<file path="src/rtl/sfifo_pkg.sv">
package sfifo_pkg;
  typedef enum logic [1:0] {
    CMD_OFF   = 2'd0,
    CMD_RUN   = 2'd1,
    CMD_RSV   = 2'd2,
    CMD_FLUSH = 2'd3
  } cmd_e;

  typedef enum logic [1:0] {
    SEL_DATA = 2'd0,
    SEL_STAT = 2'd1,
    SEL_CMD  = 2'd2,
    SEL_NONE = 2'd3
  } sel_e;

  // Field order fixes the status word layout: ovf is bit 4, empty is bit 0.
  typedef struct packed {
    logic ovf;
    logic unf;
    logic full;
    logic afull;
    logic empty;
  } stat_t;

  localparam int STAT_W = 5;
endpackage

</file>
<file path="src/rtl/sfifo_rst_sync.sv">
module sfifo_rst_sync #(
  parameter int STAGES = 2
) (
  input  logic clk,
  input  logic rst_n,
  output logic rst_n_sync
);
  logic [STAGES-1:0] sync_q;

  always_ff @(posedge clk or negedge rst_n) begin
    if (!rst_n) sync_q <= '0;
    else        sync_q <= {sync_q[STAGES-2:0], 1'b1};
  end

  assign rst_n_sync = sync_q[STAGES-1];
endmodule

</file>
<file path="src/rtl/sfifo_ctrl.sv">
module sfifo_ctrl
  import sfifo_pkg::*;
#(
  parameter int DEPTH = 4,
  parameter int PW    = 2,
  parameter int CW    = 3
) (
  input  logic          clk,
  input  logic          rst_n,
  input  logic          flush,
  input  logic          conv_req,
  input  logic          dummy_req,
  input  logic          pop_req,
  output logic          do_push,
  output logic          do_pop,
  output logic          sel_conv,
  output logic          replay,
  output logic [PW-1:0] wr_ptr,
  output logic [PW-1:0] rd_ptr,
  output stat_t         stat
);
  localparam logic [CW-1:0] CNT_FULL  = CW'(DEPTH);
  localparam logic [CW-1:0] CNT_AFULL = CW'(DEPTH - 1);
  localparam logic [PW-1:0] PTR_LAST  = PW'(DEPTH - 1);

  logic [PW-1:0] wr_q, wr_d, rd_q, rd_d;
  logic [CW-1:0] cnt_q, cnt_d;
  logic          ovf_q, ovf_d, unf_q, unf_d;
  logic          state_en;
  logic          push_req, is_full, is_empty, ovf_set, unf_set;

  function automatic logic [PW-1:0] ptr_inc(input logic [PW-1:0] p);
    return (p == PTR_LAST) ? '0 : p + 1'b1;
  endfunction

  // Converter has priority for the single write slot per cycle.
  assign push_req = conv_req | dummy_req;
  assign sel_conv = conv_req;
  assign is_full  = (cnt_q == CNT_FULL);
  assign is_empty = (cnt_q == '0);
  assign replay   = is_empty | unf_q;

  assign do_pop   = ~flush & pop_req & ~replay;
  assign unf_set  = ~flush & pop_req & replay;
  assign do_push  = ~flush & push_req & ~ovf_q & ~is_full;
  assign ovf_set  = ~flush & push_req & ~ovf_q & is_full;

  assign state_en = flush | do_push | do_pop | ovf_set | unf_set;

  always_comb begin
    wr_d  = wr_q;
    rd_d  = rd_q;
    cnt_d = cnt_q;
    ovf_d = ovf_q;
    unf_d = unf_q;
    if (flush) begin
      wr_d  = '0;
      rd_d  = '0;
      cnt_d = '0;
      ovf_d = 1'b0;
      unf_d = 1'b0;
    end else begin
      if (do_push) wr_d = ptr_inc(wr_q);
      if (do_pop)  rd_d = ptr_inc(rd_q);
      if (ovf_set) ovf_d = 1'b1;
      if (unf_set) unf_d = 1'b1;
      case ({do_push, do_pop})
        2'b10:   cnt_d = cnt_q + 1'b1;
        2'b01:   cnt_d = cnt_q - 1'b1;
        default: cnt_d = cnt_q;
      endcase
    end
  end

  always_ff @(posedge clk or negedge rst_n) begin
    if (!rst_n) begin
      wr_q  <= '0;
      rd_q  <= '0;
      cnt_q <= '0;
      ovf_q <= 1'b0;
      unf_q <= 1'b0;
    end else if (state_en) begin
      wr_q  <= wr_d;
      rd_q  <= rd_d;
      cnt_q <= cnt_d;
      ovf_q <= ovf_d;
      unf_q <= unf_d;
    end
  end

  assign wr_ptr     = wr_q;
  assign rd_ptr     = rd_q;
  assign stat.ovf   = ovf_q;
  assign stat.unf   = unf_q;
  assign stat.full  = is_full;
  assign stat.afull = (cnt_q == CNT_AFULL);
  assign stat.empty = is_empty;
endmodule

</file>
<file path="src/rtl/sfifo_store.sv">
module sfifo_store #(
  parameter int DEPTH = 4,
  parameter int DW    = 12,
  parameter int PW    = 2
) (
  input  logic          clk,
  input  logic          rst_n,
  input  logic          we,
  input  logic [PW-1:0] wr_ptr,
  input  logic [DW-1:0] wdata,
  input  logic          re,
  input  logic [PW-1:0] rd_ptr,
  input  logic          replay,
  output logic [DW-1:0] rd_sample
);
  logic [DW-1:0] ent [DEPTH];
  logic [DW-1:0] last_q, last_d;
  logic [DW-1:0] head;

  for (genvar g = 0; g < DEPTH; g++) begin : g_ent
    logic          ent_we;
    logic [DW-1:0] ent_q;
    assign ent_we = we & (wr_ptr == PW'(g));
    always_ff @(posedge clk) begin
      if (ent_we) ent_q <= wdata;
    end
    assign ent[g] = ent_q;
  end

  assign head = ent[rd_ptr];

  always_comb begin
    last_d = last_q;
    if (re) last_d = head;
  end

  always_ff @(posedge clk or negedge rst_n) begin
    if (!rst_n)  last_q <= '0;
    else if (re) last_q <= last_d;
  end

  assign rd_sample = replay ? last_q : head;
endmodule

</file>
<file path="src/rtl/sfifo_regif.sv">
module sfifo_regif
  import sfifo_pkg::*;
#(
  parameter int DW = 12
) (
  input  logic          clk,
  input  logic          rst_n,
  input  logic          reg_wr,
  input  logic          reg_rd,
  input  logic [1:0]    reg_sel,
  input  logic [DW-1:0] reg_wdata,
  input  stat_t         stat,
  input  logic [DW-1:0] rd_sample,
  output cmd_e          cmd,
  output logic          flush,
  output logic          run,
  output logic          dummy_push,
  output logic          pop_req,
  output logic [DW-1:0] reg_rdata
);
  sel_e sel;
  cmd_e cmd_q, cmd_d;
  logic cmd_we;

  assign sel    = sel_e'(reg_sel);
  assign cmd_we = reg_wr & (sel == SEL_CMD);

  always_comb begin
    cmd_d = cmd_q;
    if (cmd_we) cmd_d = cmd_e'(reg_wdata[1:0]);
  end

  always_ff @(posedge clk or negedge rst_n) begin
    if (!rst_n)      cmd_q <= CMD_OFF;
    else if (cmd_we) cmd_q <= cmd_d;
  end

  assign cmd        = cmd_q;
  assign flush      = (cmd_q == CMD_FLUSH);
  assign run        = (cmd_q == CMD_RUN);
  assign dummy_push = reg_wr & (sel == SEL_DATA) & ~flush;
  assign pop_req    = reg_rd & (sel == SEL_DATA);

  always_comb begin
    reg_rdata = '0;
    case (sel)
      SEL_DATA: reg_rdata = rd_sample;
      SEL_STAT: reg_rdata[STAT_W-1:0] = stat;
      SEL_CMD:  reg_rdata[1:0] = cmd_q;
      default:  reg_rdata = '0;
    endcase
  end
endmodule

</file>
<file path="src/rtl/sample_fifo.sv">
module sample_fifo
  import sfifo_pkg::*;
#(
  parameter int DEPTH = 4,
  parameter int DW    = 12
) (
  input  logic          clk,
  input  logic          rst_n,
  input  logic          smp_valid,
  input  logic [DW-1:0] smp_data,
  input  logic          reg_wr,
  input  logic          reg_rd,
  input  logic [1:0]    reg_sel,
  input  logic [DW-1:0] reg_wdata,
  output logic [DW-1:0] reg_rdata,
  output logic          fifo_empty,
  output logic          fifo_afull,
  output logic          fifo_full,
  output logic          fifo_ovf,
  output logic          fifo_unf
);
  localparam int PW = (DEPTH > 1) ? $clog2(DEPTH) : 1;
  localparam int CW = $clog2(DEPTH + 1);

  logic          rst_n_i;
  cmd_e          cmd_q;
  logic          flush, run, dummy_push, pop_req;
  logic          do_push, do_pop, sel_conv, replay;
  logic [PW-1:0] wr_ptr, rd_ptr;
  logic [DW-1:0] push_data, rd_sample;
  stat_t         stat;

  sfifo_rst_sync #(.STAGES(2)) u_rst (
    .clk        (clk),
    .rst_n      (rst_n),
    .rst_n_sync (rst_n_i)
  );

  sfifo_regif #(.DW(DW)) u_regif (
    .clk        (clk),
    .rst_n      (rst_n_i),
    .reg_wr     (reg_wr),
    .reg_rd     (reg_rd),
    .reg_sel    (reg_sel),
    .reg_wdata  (reg_wdata),
    .stat       (stat),
    .rd_sample  (rd_sample),
    .cmd        (cmd_q),
    .flush      (flush),
    .run        (run),
    .dummy_push (dummy_push),
    .pop_req    (pop_req),
    .reg_rdata  (reg_rdata)
  );

  sfifo_ctrl #(.DEPTH(DEPTH), .PW(PW), .CW(CW)) u_ctrl (
    .clk       (clk),
    .rst_n     (rst_n_i),
    .flush     (flush),
    .conv_req  (smp_valid & run),
    .dummy_req (dummy_push),
    .pop_req   (pop_req),
    .do_push   (do_push),
    .do_pop    (do_pop),
    .sel_conv  (sel_conv),
    .replay    (replay),
    .wr_ptr    (wr_ptr),
    .rd_ptr    (rd_ptr),
    .stat      (stat)
  );

  assign push_data = sel_conv ? smp_data : reg_wdata;

  sfifo_store #(.DEPTH(DEPTH), .DW(DW), .PW(PW)) u_store (
    .clk       (clk),
    .rst_n     (rst_n_i),
    .we        (do_push),
    .wr_ptr    (wr_ptr),
    .wdata     (push_data),
    .re        (do_pop),
    .rd_ptr    (rd_ptr),
    .replay    (replay),
    .rd_sample (rd_sample)
  );

  assign fifo_empty = stat.empty;
  assign fifo_afull = stat.afull;
  assign fifo_full  = stat.full;
  assign fifo_ovf   = stat.ovf;
  assign fifo_unf   = stat.unf;
endmodule

</file>
<file path="config.mk">
export PLATFORM = sky130hd
export DESIGN_NAME = sample_fifo
export DESIGN_NICKNAME = d
export VERILOG_FILES = /design/src/rtl/sfifo_pkg.sv /design/src/rtl/sfifo_rst_sync.sv /design/src/rtl/sfifo_ctrl.sv /design/src/rtl/sfifo_store.sv /design/src/rtl/sfifo_regif.sv /design/src/rtl/sample_fifo.sv
export SDC_FILE = /design/constraint.sdc
export NUM_CORES = 1
export LEC_CHECK = 0
export ABC_AREA = 1
export BUFFER_PORTS_ARGS = -buffer_cell sky130_fd_sc_hd__buf_2
export CAP_MARGIN = 10
export CORE_AREA = 3 3 108 110
export DETAILED_ROUTE_END_ITERATION = 8
export DIE_AREA = 0 0 111 113
export PLACE_DENSITY = 0.5
export SETUP_SLACK_MARGIN = 0.15
export SKIP_LAST_GASP = 1
export SYNTH_ARGS = -nofsm -noshare
export SYNTH_HDL_FRONTEND = slang
export SYNTH_HIERARCHICAL = 1
export SYNTH_SLANG_ARGS = --single-unit
</file>
<file path="constraint.sdc">
create_clock -name clk -period 1.7 [get_ports clk]
set_input_delay 0.34 -clock clk [delete_from_list [all_inputs] [get_ports clk]]
set_output_delay 0.34 -clock clk [all_outputs]
set_load 0.01 [all_outputs]
</file>
After elaboration in Yosys (flattened, before gate mapping)
Index checks and enable logic that the tools add are counted.
- output and inout port bits: 17
- logic and storage cells: 89
- input port bits: 31
- flip-flop bits (word level): 73
- multiplexer cells: 20
- bitwise gates (word level): 27
- $lt $le $gt $ge: 1
- reductions and logical operators: 13
- add/sub/neg operators: 4
- equality and inequality tests: 12
- operators by type and width (cell ; count):
    $mux W12 ; 4
    $bmux W12 S2 ; 1
    $and A1 B1 Y1 ; 16
    $eq A2 B2 Y1 const B ; 6
    $mux W2 ; 6
    $pmux W3 S2 ; 2
    $reduce_and A2 Y1 ; 5
    $eq A2 B1 Y1 const B ; 4
    $reduce_bool A2 Y1 ; 4
    $mux W7 ; 1
    $or A1 B1 Y1 ; 6
    $pmux W2 S3 ; 1
    $add A2 B1 Y2 const B ; 2
    $logic_not A2 Y1 ; 2
    $mux W1 ; 4
    $not A1 Y1 ; 4
    $add A3 B1 Y3 const B ; 1
    $eq A3 B2 Y1 const B ; 1
    $eq A3 B3 Y1 const B ; 1
    $ge A3 B3 Y1 const B ; 1
    $logic_not A3 Y1 ; 1
    $mux W3 ; 1
    $not A2 Y3 ; 1
    $reduce_bool A3 Y1 ; 1
    $sub A3 B1 Y3 const B ; 1

Longest topological paths before layout
Gate-level depths: netlist (run 1).
- word-level depth: 12
- gate-level depth with buffers: 14
- mapped depth without buffers: 14

By module
The synthesis (run 1) kept the hierarchy.
- modules (own cells, without submodules) (module ; area an instance (um2) ; seq. area each (um2) ; cells each ; times used):
    sfifo_store ; 2558.7 ; 1741.7 ; 226 ; 1
    sfifo_ctrl ; 619.3 ; 225.2 ; 74 ; 1
    sfifo_regif ; 272.8 ; 50.0 ; 52 ; 1
    sample_fifo ; 165.2 ; 0.0 ; 41 ; 1
    sfifo_rst_sync ; 53.8 ; 50.0 ; 3 ; 1

Worst setup path after synthesis (run 1)
No wires, ideal clock.
- path kind: input -> register
- from: input port reg_sel[0]
- to: register u_store.g_ent[0].ent_q[0], enable pin
- arrival time: 1.936 ns
- setup time: 0.396 ns
- setup slack: -0.632 ns
- data required time: 1.304 ns
- buffers on the path: 0
- stages: 9
- cell sequence: nor2_4 inv_4 nor2_2 inv_1 nand2_1 nand2_2 nor2_4 inv_1 nor3_1
- longest elaborated chain between the ends: 8
- RTL lines (item ; line ; text):
    start, declared ; sample_fifo.sv:13 ; input logic [1:0] reg_sel,
    $logic_not A2 Y1 ; sfifo_regif.sv:41 ; assign dummy_push = reg_wr & (sel == SEL_DATA) & ~flush;
    $and A1 B1 Y1 (2 in series) ; sfifo_regif.sv:41 ;
    named net dummy_push ; sample_fifo.sv:27 ; logic flush, run, dummy_push, pop_req;
    $or A1 B1 Y1 ; sfifo_ctrl.sv:37 ; assign push_req = conv_req | dummy_req;
    $and A1 B1 Y1 (3 in series) ; sfifo_ctrl.sv:45 ; assign do_push = ~flush & push_req & ~ovf_q & ~is_full;
    named net do_push ; sample_fifo.sv:28 ; logic do_push, do_pop, sel_conv, replay;
    $and A1 B1 Y1 ; sfifo_store.sv:23 ; assign ent_we = we & (wr_ptr == PW'(g));
    named net u_store.g_ent[0].ent_we ; sfifo_store.sv:21 ; logic ent_we;
    end signal, assigned ; sfifo_store.sv:25 ; if (ent_we) ent_q <= wdata;
    end, declared ; sfifo_store.sv:22 ; logic [DW-1:0] ent_q;
The timed path passes the listed nets, and every way through them passes these cells.
A chain may end at the register's enable or synchronous reset.

Worst setup path after layout (run 1)
- from: register u_ctrl.rd_q[0], in the netlist u_ctrl/rd_ptr[0]
- to: output port reg_rdata[3]
- longest elaborated chain between the ends: 6
- RTL lines (item ; line ; text):
    start, declared ; sfifo_ctrl.sv:26 ; logic [PW-1:0] wr_q, wr_d, rd_q, rd_d;
    start signal, assigned ; sfifo_ctrl.sv:84 ; rd_q <= rd_d;
    $not A2 Y3 (implied by the code) ; sfifo_store.sv:30 ; assign head = ent[rd_ptr];
    $bmux W12 S2 ; sfifo_store.sv:30 ;
    $mux W12 (implied by the code) (2 in series) ; sfifo_store.sv:30 ;
    $mux W12 ; sfifo_store.sv:42 ; assign rd_sample = replay ? last_q : head;
    named net rd_sample[3] ; sample_fifo.sv:30 ; logic [DW-1:0] push_data, rd_sample;
    $pmux W3 S2 ; sfifo_regif.sv:46 ; case (sel)
    end, declared ; sample_fifo.sv:15 ; output logic [DW-1:0] reg_rdata,
The timed path passes the listed nets, and every way through them passes these cells. The select of a mux whose other input is x is not followed.

==> results of run 1 <==
-- cell families (layout without fill, tap and decap cells) --
kind of cell    Yosys count  in the layout  share of synthesized area (%)
compound gates            4              4                         0.7158
other cells               1              1                         0.1022
simple gates            263            263                          34.03
xor+xnor                  1              1                         0.2387
buf+inv                  52            159                          7.705
fa+ha+maj                 2              2                         0.8864
flops                    73             73                          56.32
-- placed cells by master (no fill, tap or decap), drive strengths merged --
| cell | count |
|---|---|
| nand2 | 168 |
| buf | 104 |
| nand3 | 67 |
| edfxtp | 48 |
| inv | 34 |
| dfrtp | 25 |
| nor2 | 19 |
| clkbuf | 13 |
| clkinvlp | 4 |
| nand4 | 4 |
| nor3 | 4 |
| clkinv | 2 |
| bufinv | 1 |
| dlygate4sd3 | 1 |
| a21oi | 1 |
| xnor2 | 1 |
| nand3b | 1 |
| o2bb2ai | 1 |
| o21ai | 1 |
| o31ai | 1 |
| fa | 1 |
| ha | 1 |
| conb | 1 |
-- synth_stat cells (4+ instances only) --
library cell	n	area share (%)
buf_2	4	0.55
buf_4	7	1.4
buf_6	5	1.5
dfrtp_1	25	17
edfxtp_1	48	39
inv_1	25	2.6
inv_2	6	0.61
nand2_1	152	16
nand2_2	13	2.2
nand3_1	54	7.4
nand3_2	13	3.5
nand4_1	4	0.68
nor2_1	13	1.3
nor3_1	4	0.55
-- layout make-up --
class                           instances  area [um^2]
Inverter                               33        162.7
Timing Repair Buffer                  108        967.2
Timing Repair inverter                  2        18.77
Multi-Input combinational cell        271         1658
Fill cell                            1027         5542
Clock buffer                           10        137.6
Sequential cell                        73         2067
Tap cell                              140        175.2
Clock inverter                          6        65.06
-- through the flow --
| step | util, % | total power [mW] |
|---|---|---|
| floorplan | - | 4.554 |
| finish | 48.66 | 8.226 |
| global route | 48.66 | 8.746 |
| global placement | 40.23 | 5.404 |
| CTS | 44.13 | 7.390 |
| detailed placement | 40.23 | 5.448 |
-- flip-flops by register name, indices dropped and copies added (netlist names) --
register / count
u_store/last_q: 12
u_ctrl/rd_ptr: 2
u_store/g_ent.ent_q: 48
u_rst/sync_q: 2
u_ctrl/unf_q: 1
u_regif/cmd: 2
u_ctrl/cnt_q: 3
u_ctrl/wr_ptr: 2
u_ctrl/ovf_q: 1
-- power breakdown --
group	internal, mW	leakage (nW)	switching [mW]
combinational	1.98	1.57	2.39
sequential	2.23	0.748	0.227
clock	0.723	0.103	0.674
-- worst max-delay path by stage --
stage / cells past startpoint / end / from / slack, ns
floorplan: 9 / u_store/g_ent[3].ent_q[0] / reg_sel[1] / -0.18
global placement: 14 / u_ctrl/cnt_q[2] / reg_sel[1] / -0.20
detailed placement: 14 / u_ctrl/cnt_q[2] / reg_sel[1] / -0.25
CTS: 9 / reg_rdata[11] / u_ctrl/rd_ptr[0] / -0.32
global route: 9 / reg_rdata[3] / u_ctrl/rd_ptr[0] / -0.39
finish: 9 / reg_rdata[3] / u_ctrl/rd_ptr[0] / -0.32
-- per-layer routing --
| metal | part of all wire, % | vias to the layer above |
|---|---|---|
| met5 | 0 | - |
| met1 | 47 | 1387 |
| met3 | 3.5 | 15 |
| met4 | 2.2 | 0 |
| met2 | 47 | 65 |
| li1 | - | 1492 |
-- worst max-delay path, delay by kind of cell (launching register included) --
| family | cells | cell delay (ns) |
|---|---|---|
| DFF | 1 | 0.40 |
| buffers and inverters | 3 | 0.47 |
| and+or+nand+nor | 6 | 0.44 |
-- repair_timing --
| action | CTS | global route |
|---|---|---|
| resized for setup | 36 | 77 |
| endpoints found under the setup margin | 65 | 127 |
| pin swaps | 7 | 25 |
| cloned | 2 | 4 |
| hold buffers | 1 | 0 |
| hold endpoints to repair | 2 | 0 |
| setup buffers | 7 | 13 |
==> metrics, run 1 <==
Tmin final roughly 2.0 ns; hold slack around 0.24 ns; # Max-Cap Violations 0; clock latency on the worst-skew pair 0.35 ns; Leakage around 2.4 nW; DRC viols 0; FF-to-FF Start u_ctrl/cnt_q[0]; endpoint class of the critical path output pin; Slew Limit Fails 0; routability cong. a little under 0.8; CP max-delay cell dfrtp_1; Final Skew 0.01030 ns; 1st-iter DRT viols 140; Routed WL about 9500 um; DP Worst Slack -0.2468 ns; routed len/inst ~15 um; # setup viols final 64; Worst R2R Path Depth 11; Layout area overhead 43.10%; CP cell instances buf_12 > clkbuf_16 > nand2_2 > nand3_2 > nand3_2 > nand2_2 > nand2_2 > nand2_1 > buf_2; placed cell areas about 4300 um^2; met1 Use GR 19.97%; Setup CP Type reg2out; # clock sinks 73; peak supply drop roughly 0.00086 V; Worst Path Required approximately 1.4 ns; CP Max Fanout 8; I/O Buffers 47; status complete, but fails checks; vias per cell approximately 4.6; setup TNS -14.87 ns; Seq/Total Area, Yosys 56.32%; Final Hold Violating Endpoints 0; gr usage total approximately 15%; Arr. time, crit path 1.68 ns; fmax between 0.4 and 0.5 GHz; Pwr Density between 1500 and 2000 nW/um^2; CTS tree done; IO Pins 48; final non-filler cell total around 640; initial core utilization between 30% and 40%; gr ovfl total 0; post-route clock period utilization 118.7%; grt met3 use ~2.4%; routed via count between 2000 and 3000; initial antenna violation count 0; Most common cell on crit path nand2_2; Post-Syn Nets about 430; Top FF cell, synth edfxtp_1; Core ar. around 11000 um^2; synthesized area per cell between 9 and 10 um^2; # diodes 0; H-tree lvl count 3; clk buf depth 2; nets@finish 531; CTS root buffer clkbuf_8; cts bufs inserted 9; row count 38; crit-path max cell delay 0.40 ns; Antenna Violating Nets Remaining 0; Min-Delay Path Class reg2async; clk slew on worst S/H paths ~0.08 ns; violated checks negative setup slack; R2R Setup Slk -0.27 ns; Die W approximately 110 um; FF+latch count, synth 73; die area 12540 um^2; Ys Warns 6; Die H about 110 um; first-pass GRT wire length 14190 um; Placed Cells 600; Yosys cell types 31; first drt pass iteration count 4; synthesized instance count between 300 and 400; largest net degree at the start of global routing 24; Async SR Flop Fraction 34.25%; GRT met2 Usage between 20% and 30%; fin area approximately 5300 um^2; R2R Path End u_store/g_ent[1].ent_q[2]; EDFF count, synth between 40 and 50; share of cells above drive strength 1 ~46%; Mapped Area approximately 3700 um^2; Startpoint Class register; Worst Setup Slack, final -0.3182 ns; vias in the first global route ~2700; RSZ-0062 raised after global routing true; DP HPWL approximately 6400 um; busiest layer in global routing met2
Note: power is estimated with default switching activity, not from simulation.
==> run 2: changes to the inputs <==
- CAP_MARGIN: 10 -> default
- MAX_ROUTING_LAYER: default -> met4
==> run 2 against run 1 <==
Net effect:
- sequential cell count is the same
- highest routed layer unchanged
- the run still ends with negative setup slack left
- register-to-register slack about the same
- critical path depth stayed put
==> metrics, run 2 (synthesized netlist as in run 1, its figures left out) <==
status complete, but fails checks (unchanged); violated checks negative setup slack (unchanged); row count 38 (unchanged); most frequent cells in the layout nand2_1 (124), edfxtp_1 (48), buf_2 (42) (was nand2_1 (132), edfxtp_1 (48), buf_2 (41)); CP Max Fanout 8 (unchanged); routed via count 2951 (was 2959); post-route clock period utilization 117.0% (was 118.7%); Die H 113 um (unchanged); Min-Delay Path Class reg2async (unchanged); IO Pins 48 (unchanged); DP Worst Slack -0.2468 ns (unchanged); clk buf depth 2 (unchanged); routability cong. 0.7852 (was 0.7746); Worst Setup Slack, final -0.2882 ns (was -0.3182 ns); # diodes 0 (unchanged); DRC viols 0 (unchanged); Worst Path Required 1.36 ns (about the same); Biggest register u_store/g_ent.ent_q (unchanged); # setup viols final 64 (unchanged); first-pass GRT wire length 14210 um (was 14190 um); DP HPWL 6390 um (unchanged); Final Hold Violating Endpoints 0 (unchanged); nets@finish 530 (was 531); CTS tree done (unchanged); fmax 0.5030 GHz (was 0.4955 GHz); I/O Buffers 47 (unchanged); Setup CP Type reg2out (unchanged); endpoint class of the critical path output pin (unchanged); Final Skew 0.009229 ns (was 0.01030 ns); met3 wire len 452 um (was 331 um); leading cell type in the layout, fill and taps excluded nand2_1 (unchanged); routed len/inst 15.03 um (was 14.84 um); peak supply drop 0.0008259 V (was 0.0008617 V); Layout area overhead 44.08% (was 43.10%); Routed WL 9647 um (was 9540 um); Leakage 2.433 nW (was 2.417 nW); H-tree lvl count 3 (unchanged); CTS root buffer clkbuf_8 (unchanged); vias per cell 4.597 (was 4.602); met1 wire length 4329 um (was 4509 um); # Max-Cap Violations 0 (unchanged); clock latency on the worst-skew pair 0.36 ns (was 0.35 ns); share of cells above drive strength 1 47.41% (was 46.12%); top flop regs u_store/g_ent.ent_q x48, u_store/last_q x12, u_ctrl/cnt_q x3 (unchanged); setup TNS -14.79 ns (was -14.87 ns); largest net degree at the start of global routing 24 (unchanged); # clock sinks 73 (unchanged); cts bufs inserted 9 (unchanged); Tmin final 1.988 ns (was 2.018 ns); initial core utilization 34.00% (unchanged); initial antenna violation count 0 (unchanged); Die W 111 um (unchanged); gr usage total 15.15% (was 14.71%); met2 WL 4652 um (was 4488 um); RSZ-0062 raised after global routing true (unchanged); 1st-iter DRT viols 158 (was 140); Antenna Violating Nets Remaining 0 (unchanged); Startpoint Class register (unchanged); Fill cells 1020 (was 1027); vias in the first global route 2719 (unchanged); highest metal used met4 (unchanged); Core ar. 10790 um^2 (unchanged); Slew Limit Fails 0 (unchanged); die area 12540 um^2 (unchanged); first drt pass iteration count 6 (was 4); Pwr Density 1562 nW/um^2 (was 1567 nW/um^2); clk slew on worst S/H paths 0.08 ns (about the same); Arr. time, crit path 1.65 ns (was 1.68 ns); max FFs per register 48 (unchanged); gr ovfl total 0 (unchanged)
run 2: cell types whose count changed in the layout (fill, tap and decap cells not counted), sizes merged:
cell,change
buf,-2
clkinv,+1
run 2: what timing repair did:
| action | CTS | global route |
|---|---|---|
| hold endpoints to repair | 2 | 0 |
| pin swaps | 7 | 45 |
| hold buffers | 1 | 0 |
| setup buffers | 7 | 11 |
| resized for setup | 36 | 86 |
| gates cloned | 2 | 5 |
| setup endpoints to repair | 65 | 127 |
run 2: per-layer routing:
| metal | vias to the layer above | track usage (%) |
|---|---|---|
| met5 | - | - |
| met2 | 68 | 23.26 |
| met1 | 1379 | 20.03 |
| li1 | 1489 | - |
| met4 | 0 | 6.568 |
| met3 | 15 | 2.406 |
run 2: area by class of cell:
class                           instances  area (um^2)  share of cell area [%]
Sequential cell                        73         2067                   39.09
Tap cell                              140        175.2                   3.313
Clock buffer                           10        137.6                   2.603
Timing Repair inverter                  3        32.53                  0.6152
Clock inverter                          6        65.06                   1.230
Inverter                               33        160.2                   3.029
Timing Repair Buffer                  106        934.6                   17.68
Multi-Input combinational cell        271         1715                   32.44
run 2: through the flow:
| step | power (mW) | hold WS [ns] | utilization (%) | area, um^2 | cells |
|---|---|---|---|---|---|
| after floorplan | 4.554 | 0.04441 | - | 3747 | 396 |
| after global placement | 5.404 | 0.1260 | 40.23 | 4342 | 600 |
| after detailed placement | 5.448 | 0.1266 | 40.23 | 4342 | 600 |
| after CTS | 7.390 | 0.2531 | 44.13 | 4763 | 626 |
| after global routing | 8.787 | 0.2783 | 48.99 | 5288 | 642 |
| final | 8.257 | 0.2392 | 48.99 | 5288 | 642 |
run 2: final timing paths:
| check | cells after the start | from | endpoint | slack (ns) |
|---|---|---|---|---|
| setup / recovery | 9 | u_ctrl/rd_ptr[0] | reg_rdata[5] | -0.29 |
| hold reg to reg | 1 | u_rst/sync_q[1] | u_store/last_q[3] | 0.24 |
| hold / removal | 1 | u_rst/sync_q[1] | u_store/last_q[3] | 0.24 |
| min in group clk | 3 | reg_wdata[0] | u_regif/cmd[0] | 0.28 |
| setup reg to reg | 11 | u_ctrl/cnt_q[0] | u_store/g_ent[1].ent_q[5] | -0.26 |
| max in group asynchronous | 1 | u_rst/sync_q[1] | u_store/last_q[5] | 1.21 |
run 2: critical path, cell delays in order (launching register included):
cell and delay [ns]:
dfrtp_1 0.37, buf_12 0.19, buf_12 0.14, nand2_1 0.06
nand3_2 0.08, nand3_1 0.09, nand2_2 0.08, inv_2 0.04
nor2_4 0.12, buf_6 0.11
run 2: report_power, final:
group,switching [mW],internal (mW),leakage (nW)
Sequential,0.231,2.24,0.748
Combinational,2.44,1.95,1.58
Clock,0.680,0.723,0.103
==> run 3: changes to the inputs <==
- PLACE_DENSITY: 0.5 -> 0.59
==> run 3 against run 2 <==
Net effect:
- the flow still finishes with violations (negative setup slack)
- fmax hardly changed
- sequential cell count stayed put
- via count is 3.7% higher
- first-iteration DRC count is 44% higher
- setup slack worse by 0.0011 ns
- final cell count stayed put
- die area stayed put
- worst hold slack worse by 0.0052 ns
- register-to-register slack worse by 0.02 ns
- core utilization hardly changed
- power is 1.6% lower
- largest cell class unchanged
==> metrics, run 3 (synthesized netlist as in run 1, its figures left out) <==
H-tree lvl count 3 (unchanged); cts bufs inserted 9 (unchanged); clk buf depth 2 (unchanged); Worst Setup Slack, final -0.2893 ns (was -0.2882 ns); post-route clock period utilization 117.0% (about the same); crit-path max cell delay 0.38 ns (was 0.37 ns); # Max-Cap Violations 0 (unchanged); Layout area overhead 43.95% (was 44.08%); max FFs per register 48 (unchanged); CP max-delay cell dfrtp_1 (unchanged); peak supply drop 0.0008043 V (was 0.0008259 V); clk slew on worst S/H paths 0.08 ns (about the same); most frequent cells in the layout nand2_1 (107), nand2_2 (51), edfxtp_1 (48) (was nand2_1 (124), edfxtp_1 (48), buf_2 (42)); first-pass GRT wire length 14690 um (was 14210 um); power after layout 8.124 mW (was 8.257 mW); status complete, but fails checks (unchanged); 1st-iter DRT viols 228 (was 158); Final Hold Violating Endpoints 0 (unchanged); I/O Buffers 47 (unchanged); clock latency on the worst-skew pair 0.35 ns (was 0.36 ns); routed via count 3061 (was 2951); Biggest register u_store/g_ent.ent_q (unchanged); violated checks negative setup slack (unchanged); DP Worst Slack -0.2611 ns (was -0.2468 ns); initial core utilization 34.00% (unchanged); row count 38 (unchanged); DP HPWL 6649 um (was 6390 um); nets@finish 530 (unchanged); share of cells above drive strength 1 51.39% (was 47.41%); Core ar. 10790 um^2 (unchanged); Worst Path Required 1.36 ns (about the same); Die H 113 um (unchanged); Tmin final 1.989 ns (was 1.988 ns); Most common cell on crit path nand3_2 (was buf_12); DRC viols 0 (unchanged); largest net degree at the start of global routing 25 (was 24); FF-to-FF Start u_regif/cmd[1] (was u_ctrl/cnt_q[0]); gr ovfl total 0 (unchanged); Fill cells 960 (was 1020); Startpoint Class register (unchanged); routed len/inst 14.81 um (was 15.03 um); # diodes 0 (unchanged); Final Skew 0.009011 ns (was 0.009229 ns); initial antenna violation count 0 (unchanged); leading cell type in the layout, fill and taps excluded nand2_1 (unchanged); vias per cell 4.768 (was 4.597); Routed WL 9507 um (was 9647 um); Antenna Violating Nets Remaining 0 (unchanged); R2R Setup Slk -0.28 ns (was -0.26 ns); routability cong. 0.8464 (was 0.7852); vias in the first global route 2849 (was 2719); endpoint class of the critical path output pin (unchanged); Leakage 2.414 nW (was 2.433 nW); gr usage total 15.32% (was 15.15%); Slew Limit Fails 0 (unchanged); CP Max Fanout 6 (was 8); top flop regs u_store/g_ent.ent_q x48, u_store/last_q x12, u_ctrl/cnt_q x3 (unchanged); Pwr Density 1538 nW/um^2 (was 1562 nW/um^2); R2R Path End u_store/g_ent[2].ent_q[4] (was u_store/g_ent[1].ent_q[5]); IO Pins 48 (unchanged); RSZ-0062 raised after global routing true (unchanged); Arr. time, crit path 1.65 ns (about the same); CTS root buffer clkbuf_8 (unchanged); Worst R2R Path Depth 12 (was 11); # clock sinks 73 (unchanged); Min-Delay Path Class reg2async (unchanged); die area 12540 um^2 (unchanged); fmax 0.5027 GHz (was 0.5030 GHz); CP cell instances buf_12 > clkbuf_16 > nand2_1 > nand3_2 > nand3_2 > nand2_2 > inv_2 > nor2_2 > buf_2 (was buf_12 > buf_12 > nand2_1 > nand3_2 > nand3_1 > nand2_2 > inv_2 > nor2_4 > buf_6); Die W 111 um (unchanged); Setup CP Type reg2out (unchanged); first drt pass iteration count 5 (was 6); # setup viols final 63 (was 64); CTS tree done (unchanged)
-- run 3: changes by cell type in the layout (fill, tap and decap cells not counted), moves of 2 or more --
| cell | previous run | this run |
|---|---|---|
| nand2_2 | 31 | 51 |
| clkinv_2 | 2 | 0 |
| nand3_4 | 7 | 5 |
| buf_8 | 1 | 3 |
| nand2_4 | 12 | 9 |
| buf_12 | 10 | 7 |
| nand3_2 | 29 | 31 |
| nand2_1 | 124 | 107 |
| nor2_2 | 3 | 8 |
| nor2_4 | 6 | 3 |
| nor2_1 | 9 | 7 |
| inv_8 | 0 | 3 |
-- run 3: how the worst max path moves through the flow --
stage / start / to / slack (ns) / depth (start not counted)
2_1_floorplan: reg_sel[1] / u_store/g_ent[3].ent_q[0] / -0.18 / 9
3_3_place_gp: reg_sel[1] / u_ctrl/cnt_q[2] / -0.20 / 14
3_5_place_dp: reg_sel[1] / u_ctrl/cnt_q[2] / -0.26 / 14
4_1_cts: u_ctrl/cnt_q[1] / reg_rdata[11] / -0.32 / 9
5_1_grt: u_regif/cmd[0] / u_store/g_ent[2].ent_q[0] / -0.44 / 13
6_report: u_ctrl/rd_ptr[0] / reg_rdata[7] / -0.29 / 9
-- run 3: repair_timing --
item / CTS / global route
hold buffers: 1 / 0
buffers inserted: 11 / 9
pin swaps: 33 / 34
hold endpoints to repair: 2 / 0
endpoints found under the setup margin: 69 / 128
resized for setup: 46 / 92
cloned: 2 / 3
-- run 3: worst max-delay path: cells and delay by family, from the launching register on --
| kind | cells | cell delay (ns) |
|---|---|---|
| flops | 1 | 0.38 |
| buf+inv | 4 | 0.51 |
| simple gates | 5 | 0.40 |
-- run 3: cell type report --
cell class	count	area [um^2]	share of cell area, %
Multi-Input combinational cell	271	1718	32.52
Clock buffer	9	123.9	2.345
Tap cell	140	175.2	3.316
Timing Repair inverter	2	18.77	0.3553
Timing Repair Buffer	107	919.6	17.41
Sequential cell	73	2068	39.15
Clock inverter	7	83.83	1.587
Inverter	33	175.2	3.316
-- run 3: metal layers --
metal / vias up / routed length [um] / track usage [%]
li1: 1487 / - / -
met1: 1465 / 4339 / 21.21
met2: 101 / 4528 / 22.45
met3: 8 / 531 / 3.690
met4: 0 / 108 / 4.598
met5: - / 0 / -
-- run 3: per-stage QoR --
stage / hold slack [ns] / cell area (um^2) / instances / setup TNS, ns / util, %
2_1_floorplan: 0.04441 / 3747 / 396 / -8.982 / -
5_1_grt: 0.2732 / 5283 / 642 / -23.26 / 48.95
6_report: 0.2339 / 5283 / 642 / -14.68 / 48.95
3_5_place_dp: 0.1259 / 4329 / 600 / -10.03 / 40.11
3_3_place_gp: 0.1265 / 4329 / 600 / -9.060 / 40.11
4_1_cts: 0.2455 / 4853 / 630 / -16.72 / 44.97
-- run 3: where the power goes --
group	leakage, nW	internal [mW]	switching, mW
combinational	1.56	1.87	2.36
clock	0.103	0.709	0.719
sequential	0.747	2.24	0.229
total	2.41	4.81	3.31
